[src/rtl/i2c_tgt_pkg.sv]
package i2c_tgt_pkg;
  typedef enum logic [2:0] {
    ST_IDLE,
    ST_RX,
    ST_ACK,
    ST_TX,
    ST_RACK,
    ST_WAIT
  } bus_st_e;

  typedef enum logic [1:0] {
    K_DEV,
    K_ADDR,
    K_DATA
  } byte_kind_e;

  localparam logic [3:0] MEM_PREAMBLE = 4'b1010;
endpackage

[src/rtl/i2c_line_filter.sv]
module i2c_line_filter #(
  parameter int N_LINES     = 2,
  parameter int SYNC_STAGES = 2
) (
  input  logic               clk_i,
  input  logic               rst_ni,
  input  logic [N_LINES-1:0] line_i,
  output logic [N_LINES-1:0] line_o
);
  for (genvar g = 0; g < N_LINES; g++) begin : g_line
    logic [SYNC_STAGES-1:0] sync_q;
    logic [2:0]             hist_q;
    logic                   filt_q;

    always_ff @(posedge clk_i or negedge rst_ni) begin
      if (!rst_ni) begin
        sync_q <= '1;
        hist_q <= '1;
        filt_q <= 1'b1;
      end else begin
        sync_q <= {sync_q[SYNC_STAGES-2:0], line_i[g]};
        hist_q <= {hist_q[1:0], sync_q[SYNC_STAGES-1]};
        // 2-of-3 vote rejects single-sample pulses
        filt_q <= (hist_q[0] & hist_q[1]) | (hist_q[0] & hist_q[2]) |
                  (hist_q[1] & hist_q[2]);
      end
    end

    assign line_o[g] = filt_q;
  end
endmodule

[src/rtl/i2c_cond_detect.sv]
module i2c_cond_detect (
  input  logic clk_i,
  input  logic rst_ni,
  input  logic scl_f_i,
  input  logic sda_f_i,
  output logic start_o,
  output logic stop_o,
  output logic scl_rise_o,
  output logic scl_fall_o
);
  logic scl_q, sda_q;

  always_ff @(posedge clk_i or negedge rst_ni) begin
    if (!rst_ni) begin
      scl_q <= 1'b1;
      sda_q <= 1'b1;
    end else begin
      scl_q <= scl_f_i;
      sda_q <= sda_f_i;
    end
  end

  assign start_o    = scl_q & scl_f_i & sda_q & ~sda_f_i;
  assign stop_o     = scl_q & scl_f_i & ~sda_q & sda_f_i;
  assign scl_rise_o = ~scl_q & scl_f_i;
  assign scl_fall_o = scl_q & ~scl_f_i;
endmodule

[src/rtl/i2c_tgt_ctrl.sv]
module i2c_tgt_ctrl
  import i2c_tgt_pkg::*;
#(
  parameter int ADDR_W    = 8,
  parameter int PAGE_BITS = 4
) (
  input  logic              clk_i,
  input  logic              rst_ni,
  input  logic              start_i,
  input  logic              stop_i,
  input  logic              scl_rise_i,
  input  logic              scl_fall_i,
  input  logic              sda_f_i,
  input  logic [2:0]        strap_i,
  input  logic              busy_i,
  input  logic [7:0]        mem_rdata_i,
  output logic [ADDR_W-1:0] ptr_o,
  output logic [7:0]        wdata_o,
  output logic              we_o,
  output logic              oe_o,
  output bus_st_e           st_o,
  output byte_kind_e        kind_o
);
  localparam int CNT_W = 4;

  bus_st_e           st;
  byte_kind_e        kind;
  logic [CNT_W-1:0]  bitcnt;
  logic [7:0]        shreg;
  logic              rw;
  logic              mack;
  logic [ADDR_W-1:0] ptr;
  logic [ADDR_W-1:0] ptr_page_inc;

  assign ptr_page_inc = {ptr[ADDR_W-1:PAGE_BITS], ptr[PAGE_BITS-1:0] + PAGE_BITS'(1)};

  always_ff @(posedge clk_i or negedge rst_ni) begin
    if (!rst_ni) begin
      st      <= ST_IDLE;
      kind    <= K_DEV;
      bitcnt  <= '0;
      shreg   <= '0;
      rw      <= 1'b0;
      mack    <= 1'b0;
      ptr     <= '0;
      wdata_o <= '0;
      we_o    <= 1'b0;
    end else begin
      we_o <= 1'b0;
      if (start_i) begin
        st     <= ST_RX;
        kind   <= K_DEV;
        bitcnt <= '0;
      end else if (stop_i) begin
        st <= ST_IDLE;
      end else begin
        unique case (st)
          ST_RX: begin
            if (scl_rise_i && bitcnt < CNT_W'(8)) begin
              shreg  <= {shreg[6:0], sda_f_i};
              bitcnt <= bitcnt + CNT_W'(1);
            end else if (scl_fall_i && bitcnt == CNT_W'(8)) begin
              unique case (kind)
                K_DEV: begin
                  if (shreg[7:1] == {MEM_PREAMBLE, strap_i} && !busy_i) begin
                    st <= ST_ACK;
                    rw <= shreg[0];
                  end else begin
                    st <= ST_WAIT;
                  end
                end
                K_ADDR: begin
                  ptr <= shreg[ADDR_W-1:0];
                  st  <= ST_ACK;
                end
                default: begin
                  we_o    <= 1'b1;
                  wdata_o <= shreg;
                  st      <= ST_ACK;
                end
              endcase
            end
          end
          ST_ACK: begin
            if (scl_fall_i) begin
              bitcnt <= '0;
              if (kind == K_DEV && rw) begin
                shreg <= mem_rdata_i;
                ptr   <= ptr + ADDR_W'(1);
                st    <= ST_TX;
              end else begin
                if (kind == K_DATA) ptr <= ptr_page_inc;
                kind <= (kind == K_DEV) ? K_ADDR : K_DATA;
                st   <= ST_RX;
              end
            end
          end
          ST_TX: begin
            if (scl_fall_i) begin
              if (bitcnt == CNT_W'(7)) begin
                st <= ST_RACK;
              end else begin
                shreg  <= {shreg[6:0], 1'b1};
                bitcnt <= bitcnt + CNT_W'(1);
              end
            end
          end
          ST_RACK: begin
            if (scl_rise_i) mack <= ~sda_f_i;
            if (scl_fall_i) begin
              if (mack) begin
                shreg  <= mem_rdata_i;
                ptr    <= ptr + ADDR_W'(1);
                bitcnt <= '0;
                st     <= ST_TX;
              end else begin
                st <= ST_WAIT;
              end
            end
          end
          default: ;
        endcase
      end
    end
  end

  assign oe_o   = (st == ST_ACK) | ((st == ST_TX) & ~shreg[7]);
  assign ptr_o  = ptr;
  assign st_o   = st;
  assign kind_o = kind;
endmodule

[src/rtl/i2c_mem_target.sv]
module i2c_mem_target
  import i2c_tgt_pkg::*;
#(
  parameter int ADDR_W      = 8,
  parameter int PAGE_BITS   = 4,
  parameter int SYNC_STAGES = 2
) (
  input  logic              clk_i,
  input  logic              rst_ni,
  input  logic              scl_i,
  input  logic              sda_i,
  output logic              sda_oe_o,
  input  logic [2:0]        strap_i,
  input  logic              busy_i,
  output logic [ADDR_W-1:0] mem_addr_o,
  input  logic [7:0]        mem_rdata_i,
  output logic [7:0]        mem_wdata_o,
  output logic              mem_we_o
);
  logic [1:0] lines_f;
  logic       scl_f, sda_f;
  logic       start_det, stop_det, scl_rise, scl_fall;
  bus_st_e    st;
  byte_kind_e kind;

  i2c_line_filter #(.N_LINES(2), .SYNC_STAGES(SYNC_STAGES)) u_filt (
    .clk_i  (clk_i),
    .rst_ni (rst_ni),
    .line_i ({sda_i, scl_i}),
    .line_o (lines_f)
  );

  assign scl_f = lines_f[0];
  assign sda_f = lines_f[1];

  i2c_cond_detect u_cond (
    .clk_i      (clk_i),
    .rst_ni     (rst_ni),
    .scl_f_i    (scl_f),
    .sda_f_i    (sda_f),
    .start_o    (start_det),
    .stop_o     (stop_det),
    .scl_rise_o (scl_rise),
    .scl_fall_o (scl_fall)
  );

  i2c_tgt_ctrl #(.ADDR_W(ADDR_W), .PAGE_BITS(PAGE_BITS)) u_ctrl (
    .clk_i       (clk_i),
    .rst_ni      (rst_ni),
    .start_i     (start_det),
    .stop_i      (stop_det),
    .scl_rise_i  (scl_rise),
    .scl_fall_i  (scl_fall),
    .sda_f_i     (sda_f),
    .strap_i     (strap_i),
    .busy_i      (busy_i),
    .mem_rdata_i (mem_rdata_i),
    .ptr_o       (mem_addr_o),
    .wdata_o     (mem_wdata_o),
    .we_o        (mem_we_o),
    .oe_o        (sda_oe_o),
    .st_o        (st),
    .kind_o      (kind)
  );
endmodule

[config.mk]
export PLATFORM = sky130hd
export DESIGN_NAME = i2c_mem_target
export DESIGN_NICKNAME = d
export VERILOG_FILES = /design/src/rtl/i2c_tgt_pkg.sv /design/src/rtl/i2c_line_filter.sv /design/src/rtl/i2c_cond_detect.sv /design/src/rtl/i2c_tgt_ctrl.sv /design/src/rtl/i2c_mem_target.sv
export SDC_FILE = /design/constraint.sdc
export NUM_CORES = 1
export LEC_CHECK = 0
export BUFFER_PORTS_ARGS = -buffer_cell sky130_fd_sc_hd__buf_2
export CELL_PAD_IN_SITES_DETAIL_PLACEMENT = 1
export CELL_PAD_IN_SITES_GLOBAL_PLACEMENT = 1
export CORE_ASPECT_RATIO = 1.75
export CORE_MARGIN = 2
export CORE_UTILIZATION = 40
export CTS_CLUSTER_SIZE = 20
export DETAILED_ROUTE_END_ITERATION = 10
export PLACE_DENSITY_LB_ADDON = 0.08
export SETUP_SLACK_MARGIN = 0.3
export SYNTH_ARGS = -nofsm -noshare
export SYNTH_HDL_FRONTEND = slang
export SYNTH_SLANG_ARGS = --single-unit
[constraint.sdc]
create_clock -name clk_i -period 1.8 [get_ports clk_i]
set_input_delay 0.09 -clock clk_i [delete_from_list [all_inputs] [get_ports clk_i]]
set_output_delay 0.09 -clock clk_i [all_outputs]
set_load 0.01 [all_outputs]
==> results of run 1 <==
-- power by group through the flow --
stage,clock network (mW),logic [mW],registers [mW]
2_1_floorplan,0,1.42,1.71
3_3_place_gp,0,2.32,1.80
4_1_cts,0.666,2.81,1.79
6_report,0.648,3.09,1.80
3_5_place_dp,0,2.39,1.81
5_1_grt,0.701,3.30,1.84
-- registers in the layout, indices dropped and copies added, names as in the netlist, 2 cells and up --
name	flops
u_ctrl.bitcnt	4
u_ctrl.kind_o	2
u_ctrl.ptr_o	8
u_ctrl.shreg	8
u_ctrl.st_o	3
u_ctrl.wdata_o	8
u_filt.g_line.filt_q	2
u_filt.g_line.hist_q	6
u_filt.g_line.sync_q	4
-- cell type report --
type / instances / area (sq um)
Timing Repair Buffer: 98 / 772.0
Tap cell: 80 / 100.1
Inverter: 10 / 37.54
Sequential cell: 50 / 1272
Clock buffer: 6 / 72.57
Multi-Input combinational cell: 181 / 1479
Fill cell: 680 / 2487
Clock inverter: 1 / 7.507
-- layer usage --
metal | share of wire | vias to the layer above | routed length [um] | track usage
met1 | 0.36 | 1194 | 2981 | 0.2449
met4 | 0.029 | 0 | 240 | 0.1201
met5 | 0 | - | 0 | 0
met2 | 0.58 | 46 | 4790 | 0.4799
li1 | - | 1106 | - | -
met3 | 0.024 | 15 | 194 | 0.03249
-- kinds of logic (layout without fill, tap and decap cells) --
| logic type | Yosys count | after routing | share of synthesized area |
|---|---|---|---|
| adders and majority gates | 5 | 5 | 0.02239 |
| xor gates and xnor gates | 4 | 4 | 0.01363 |
| buffers and inverters | 22 | 115 | 0.04136 |
| DFF | 50 | 50 | 0.4934 |
| AOI/OAI and AO/OA | 72 | 72 | 0.2029 |
| muxes | 9 | 9 | 0.03942 |
| and+or+nand+nor | 91 | 91 | 0.1869 |
-- worst reg2reg max path, cell delays in order (launching register included) --
cell       delay [ns]
dfstp_2          0.56
nand2b_4         0.06
or4_4            0.43
a2111oi_4        0.35
buf_4            0.20
buf_12           0.12
nor2_1           0.05
a31oi_1          0.15
-- per-stage QoR --
| stage | worst slack, ns | power [mW] | util | hold WS, ns |
|---|---|---|---|---|
| 5_1_grt | -0.2557 | 5.842 | 0.6006 | 0.02614 |
| 4_1_cts | -0.1403 | 5.265 | 0.5787 | 0.01619 |
| 3_5_place_dp | -0.2796 | 4.204 | 0.5223 | 0.05954 |
| 3_3_place_gp | -0.2716 | 4.122 | 0.5223 | 0.04580 |
| 6_report | -0.1926 | 5.539 | 0.6006 | 0.02357 |
| 2_1_floorplan | -0.1590 | 3.137 | - | -0.2056 |
-- cell usage in the layout, fill, tap and decap left out, types with 4 or more instances in the layout --
master	Yosys	routed
buf_2	1	33
o21ai_0	14	7
a21oi_2	0	6
dfrtp_1	36	33
nand2_1	25	23
a21oi_1	12	5
dfstp_2	14	14
nor3_2	0	4
nand3_1	7	4
mux2_2	8	8
clkbuf_8	0	5
buf_4	2	46
o22ai_1	6	5
a31oi_1	7	7
inv_1	10	10
nor4_1	4	4
o21ai_1	0	5
buf_6	2	11
nor2_4	0	4
nor2_1	20	14
buf_12	0	4
-- repair_timing --
item                                    in CTS  in global routing
gates cloned                                 1                  0
pin swaps                                   11                 13
gates resized for setup                     38                 24
hold endpoints to repair                     7                  0
hold buffers                                 3                  0
setup buffers                                9                  6
endpoints found under the setup margin      37                 37
-- worst paths after layout --
check | start | end | cells after the start
min | mem_rdata_i[3] | u_ctrl.shreg[3]$_DFFE_PN0P_ | 3
max in group asynchronous | rst_ni | u_filt.g_line[1].sync_q[0]$_DFF_PN1_ | 3
min in group asynchronous | rst_ni | u_ctrl.wdata_o[0]$_DFFE_PN0P_ | 2
min reg2reg | u_filt.g_line[1].hist_q[1]$_DFF_PN1_ | u_filt.g_line[1].hist_q[2]$_DFF_PN1_ | 0
max reg2reg | u_filt.g_line[0].filt_q$_DFF_PN1_ | u_ctrl.shreg[5]$_DFFE_PN0P_ | 7
max | u_filt.g_line[0].filt_q$_DFF_PN1_ | u_ctrl.shreg[5]$_DFFE_PN0P_ | 7
==> results by group, run 1 <==
STA
  – Endpoints failing setup: 24
  – Clock Skew: 0.01303 ns
  – Final min period: 1.993 ns
  – Setup TNS: -2.360 ns
  – Setup WS post-layout: -0.1926 ns
  – Slew margin rel.: 0.7052
  – Endpoints failing hold: 0
  – Pins Over Slew Limit: 0
  – RSZ-0062 raised after global routing: true
  – Worst-Margin Slew: 0.4422 ns
  – Fmax: 501.9 MHz
  – Final Cycle Share: 1.107

Routing
  – Via count: 2,361
  – Pre-Repair DR Iteration Count: 4
  – Avg Vias per Cell: 5.542
  – WL final: 8206 um
  – First DRT Iteration DRCs: 101
  – Routed len/inst: 19.26 um
  – Detail Route Antenna Nets: 0
  – # DRC: 0

Floorplanning
  – Die area: 7110 sq um
  – Die Y-Extent: 110.1 um
  – Row count: 38
  – CORE AREA: 6228 sq um
  – Die width: 64.61 um
  – Ports: 34
  – Initial Utilization: 0.4128

Clock network
  – CTS tree: done
  – Reg clk slew, reported paths: 0.09 ns
  – H-tree level count: 2
  – Clock buffer depth: 2
  – CTS Root Cell: clkbuf_8
  – TritonCTS Buffers: 5
  – CTS sink cnt: 50
  – Clock Latency Late Sink: 0.31 ns

Power and ir drop
  – Leakage Power: 1.642 nW
  – Peak supply drop: 0.0007287 V
  – Switching Fraction: 0.4133
  – Reg power frac: 0.325
  – Power share of the clock group: 0.117
  – Power Internal: 3.250 mW
  – P_sw: 2.289 mW
  – Logic pwr share: 0.557
  – Pwr Density: 1481 nW/um^2

Logic synthesis
  – Register area share after synthesis: 0.4934
  – Largest area contributor in the synthesized netlist: dfrtp_1
  – Yosys warnings: 0
  – Top_reg_cell synth: dfrtp_1
  – Count leader, synth: dfrtp_1
  – Yosys cell types: 60
  – Post-synthesis cell count: 253
  – Ys async rst share: 1.000
  – EDFF count, synth: 0
  – Synth top cells by count: dfrtp_1, nand2_1, nor2_1
  – Synthesized flop and latch total: 50
  – Synth top area share: 0.3504
  – Mean Syn Cell Area: 10.16 sq um
  – Largest cells by area after synthesis: dfrtp_1, dfstp_2, nand2_1
  – Net Count, Synth: 272
  – Cell area after synthesis: 2571 sq um

Run status
  – Status: finished, violations left
  – Failing checks: negative setup slack

Placement
  – DP HPWL: 5786 um
  – Routability cong.: 0.8413
  – Buffers on Ports: 33
  – Placed cells: 400
  – Placed cell areas: 3253 sq um

Final layout
  – Final std cells w/o fill: 426
  – Final instance area: 3741 sq um
  – Synthesis-to-finish area growth: 45.50%
  – ANT cells: 0
  – Share of cells above drive strength 1: 0.5231
  – # nets final: 365

Run
  – Max-cap violation count: 0

GRT
  – Initial antenna violation count: 0
  – Largest net degree at the start of global routing: 33
  – First-pass GRT wire length: 12,860 um
  – Vias in the first global route: 2,556
  – Total grt overflow: 0
  – Total track usage: 0.2434

Critical path
  – Crit. End Element: flop
  – CP max stage delay: 0.56 ns
  – Startpoint Class: flop
  – Worst Path Arrival: 2.23 ns
  – Reg2reg setup slack: -0.19 ns
  – Critical setup path kind: reg -> reg
  – Worst-path fanout max: 8
  – Buf/Inv on CP: 2
  – Crit path cell chain: nand2b_4, or4_4, a2111oi_4, buf_4, buf_12, nor2_1, a31oi_1
  – Slowest CP cell: dfstp_2
  – Crit path max-delay family: flip-flops
  – Required time worst endpoint: 2.03 ns

Min path
  – Hold Path Class: in -> reg
No activity file was read; power rests on OpenSTA's default activity.
==> inputs of run 2 (changes only) <==
PLACE_DENSITY_LB_ADDON = 0.1   (was 0.08)
clock period = 2.6 ns   (was 1.8 ns; I/O delays follow)
==> run 2 against run 1 <==
Core utilization shrank 13 points. The flow now finishes without violations. Critical endpoint is now u_ctrl.ptr_o[1]$_DFFE_PN0P_. Highest routed layer unchanged. Non-clock buffer count is 55 lower. Clock power down 22%. Final cell count is 13% lower.
==> results by group, run 2 (synthesis results as in run 1) <==
Routing
  – Avg Vias per Cell: 5.610
  – Detail Route Antenna Nets: 0
  – Pre-Repair DR Iteration Count: 6
  – Via count: 2,087
  – # DRC: 0
  – Routed len/inst: 18.51 um
  – First DRT Iteration DRCs: 118
  – WL final: 6886 um

STA
  – RSZ-0062 raised after global routing: false
  – Fmax: 478.8 MHz
  – Slew margin rel.: 0.5619
  – Endpoints failing setup: 0
  – Setup WS post-layout: 0.5113 ns
  – Final Cycle Share: 0.8034
  – Final min period: 2.089 ns
  – Endpoints failing hold: 0
  – Worst-Margin Slew: 0.6512 ns
  – Setup TNS: 0 ns
  – Clock Skew: 0.007480 ns
  – Pins Over Slew Limit: 0

Final layout
  – ANT cells: 0
  – Final instance area: 2952 sq um
  – Synthesis-to-finish area growth: 14.79%
  – Filler instances: 717
  – Share of cells above drive strength 1: 0.2877
  – Most common cell after layout, fill and taps aside: dfrtp_1
  – # nets final: 310
  – Commonest non-fill, non-tap cells in the layout: dfrtp_1, buf_2, nand2_1

Power and ir drop
  – Peak supply drop: 0.0004817 V
  – Leakage Power: 1.313 nW
  – Pwr Density: 993.5 nW/um^2

Critical path
  – Worst Path Arrival: 2.29 ns
  – Startpoint Class: flop
  – Buf/Inv on CP: 0
  – Crit path cell chain: or4b_1, o22ai_1, a32oi_1, nor2b_2, mux2_1
  – Worst-path fanout max: 12
  – Crit path max-delay family: simple AND/OR/NAND/NOR gates
  – Slowest CP cell: or4b_1
  – CP max stage delay: 0.54 ns
  – Required time worst endpoint: 2.80 ns
  – Critical setup path kind: reg -> reg
  – Crit. End Element: flop

Clock network
  – Clock buffer depth: 2
  – Setup bufs post-CTS: 0
  – CTS Root Cell: clkbuf_8
  – Reg clk slew, reported paths: 0.10 ns
  – H-tree level count: 2
  – TritonCTS Buffers: 5
  – Clock Latency Late Sink: 0.32 ns
  – CTS tree: done
  – CTS sink cnt: 50

GRT
  – Vias in the first global route: 2,235
  – Largest net degree at the start of global routing: 51
  – Total track usage: 0.2137
  – First-pass GRT wire length: 11,340 um
  – Initial antenna violation count: 0
  – Total grt overflow: 0

Placement
  – DP HPWL: 4997 um
  – Place WS: 0.4045 ns
  – Buffers on Ports: 33
  – Routability cong.: 0.8009
  – Placed cell areas: 2820 sq um

Floorplanning
  – CORE AREA: 6228 sq um
  – Die width: 64.61 um
  – Die Y-Extent: 110.1 um
  – Ports: 34
  – Die area: 7110 sq um
  – Row count: 38
  – Initial Utilization: 0.4128

Run status
  – Status: finished clean

Min path
  – Hold Path Class: in -> reg

Run
  – Max-cap violation count: 0
-- run 2: metal layers --
layer / vias up / part of all wire / track usage
met5: - / 0 / 0
met4: 0 / 0.029 / 0.1003
met3: 14 / 0.023 / 0.03147
met2: 35 / 0.57 / 0.4107
met1: 1036 / 0.38 / 0.2246
li1: 1002 / - / -
-- run 2: where the power goes --
group / leakage (nW) / total (mW) / internal, mW / switching [mW]
clock network: 0.0506 / 0.505 / 0.202 / 0.303
logic: 0.668 / 1.13 / 0.493 / 0.632
registers: 0.594 / 1.30 / 0.984 / 0.318
total: 1.31 / 2.93 / 1.68 / 1.25
-- run 2: worst paths after layout --
path,startpoint,to,depth (start not counted),slack (ns)
setup / recovery,u_ctrl.st_o[2]$_DFFE_PN0P_,u_ctrl.ptr_o[1]$_DFFE_PN0P_,5,0.51
hold / removal,mem_rdata_i[4],u_ctrl.shreg[4]$_DFFE_PN0P_,3,0.06
setup reg to reg,u_ctrl.st_o[2]$_DFFE_PN0P_,u_ctrl.ptr_o[1]$_DFFE_PN0P_,5,0.51
hold reg to reg,u_filt.g_line[1].sync_q[1]$_DFF_PN1_,u_filt.g_line[1].hist_q[0]$_DFF_PN1_,0,0.36
max in group asynchronous,rst_ni,u_ctrl.st_o[0]$_DFFE_PN0P_,3,1.67
min in group asynchronous,rst_ni,u_ctrl.kind_o[1]$_DFFE_PN0P_,3,0.45
-- run 2: stage by stage --
stage	utilization	hold slack, ns	power [mW]	cells
finish	0.4739	0.05824	2.933	372
global route	0.4739	0.06332	3.168	372
CTS	0.4733	0.04671	2.969	372
detailed placement	0.4528	0.2369	2.442	361
global placement	0.4528	0.2348	2.419	361
floorplan	-	-0.1656	2.050	253
-- run 2: repair_timing --
action | 4_1_cts | 5_1_grt
hold buffers | 3 | 0
gates resized for setup | 0 | 2
setup endpoints to repair | 0 | 13
endpoints found under the hold margin | 38 | 0
-- run 2: final cells by class --
class / instances / area (sq um) / area share
well taps: 80 / 100.1 / 0.03391
repair buffers: 43 / 247.7 / 0.08393
multi-input cells: 181 / 1199 / 0.4061
inverters: 10 / 37.54 / 0.01272
clock buffers: 5 / 68.82 / 0.02331
clock inverters: 3 / 28.78 / 0.009750
flip-flops and latches: 50 / 1270 / 0.4303
-- run 2: worst reg2reg max path: cells and delay by family, from the launching register on --
kind,cells,cell delay (ns)
AND/OR/NAND/NOR,2,0.75
flip-flops,1,0.52
AO/OA/AOI/OAI,2,0.35
multiplexers,1,0.35
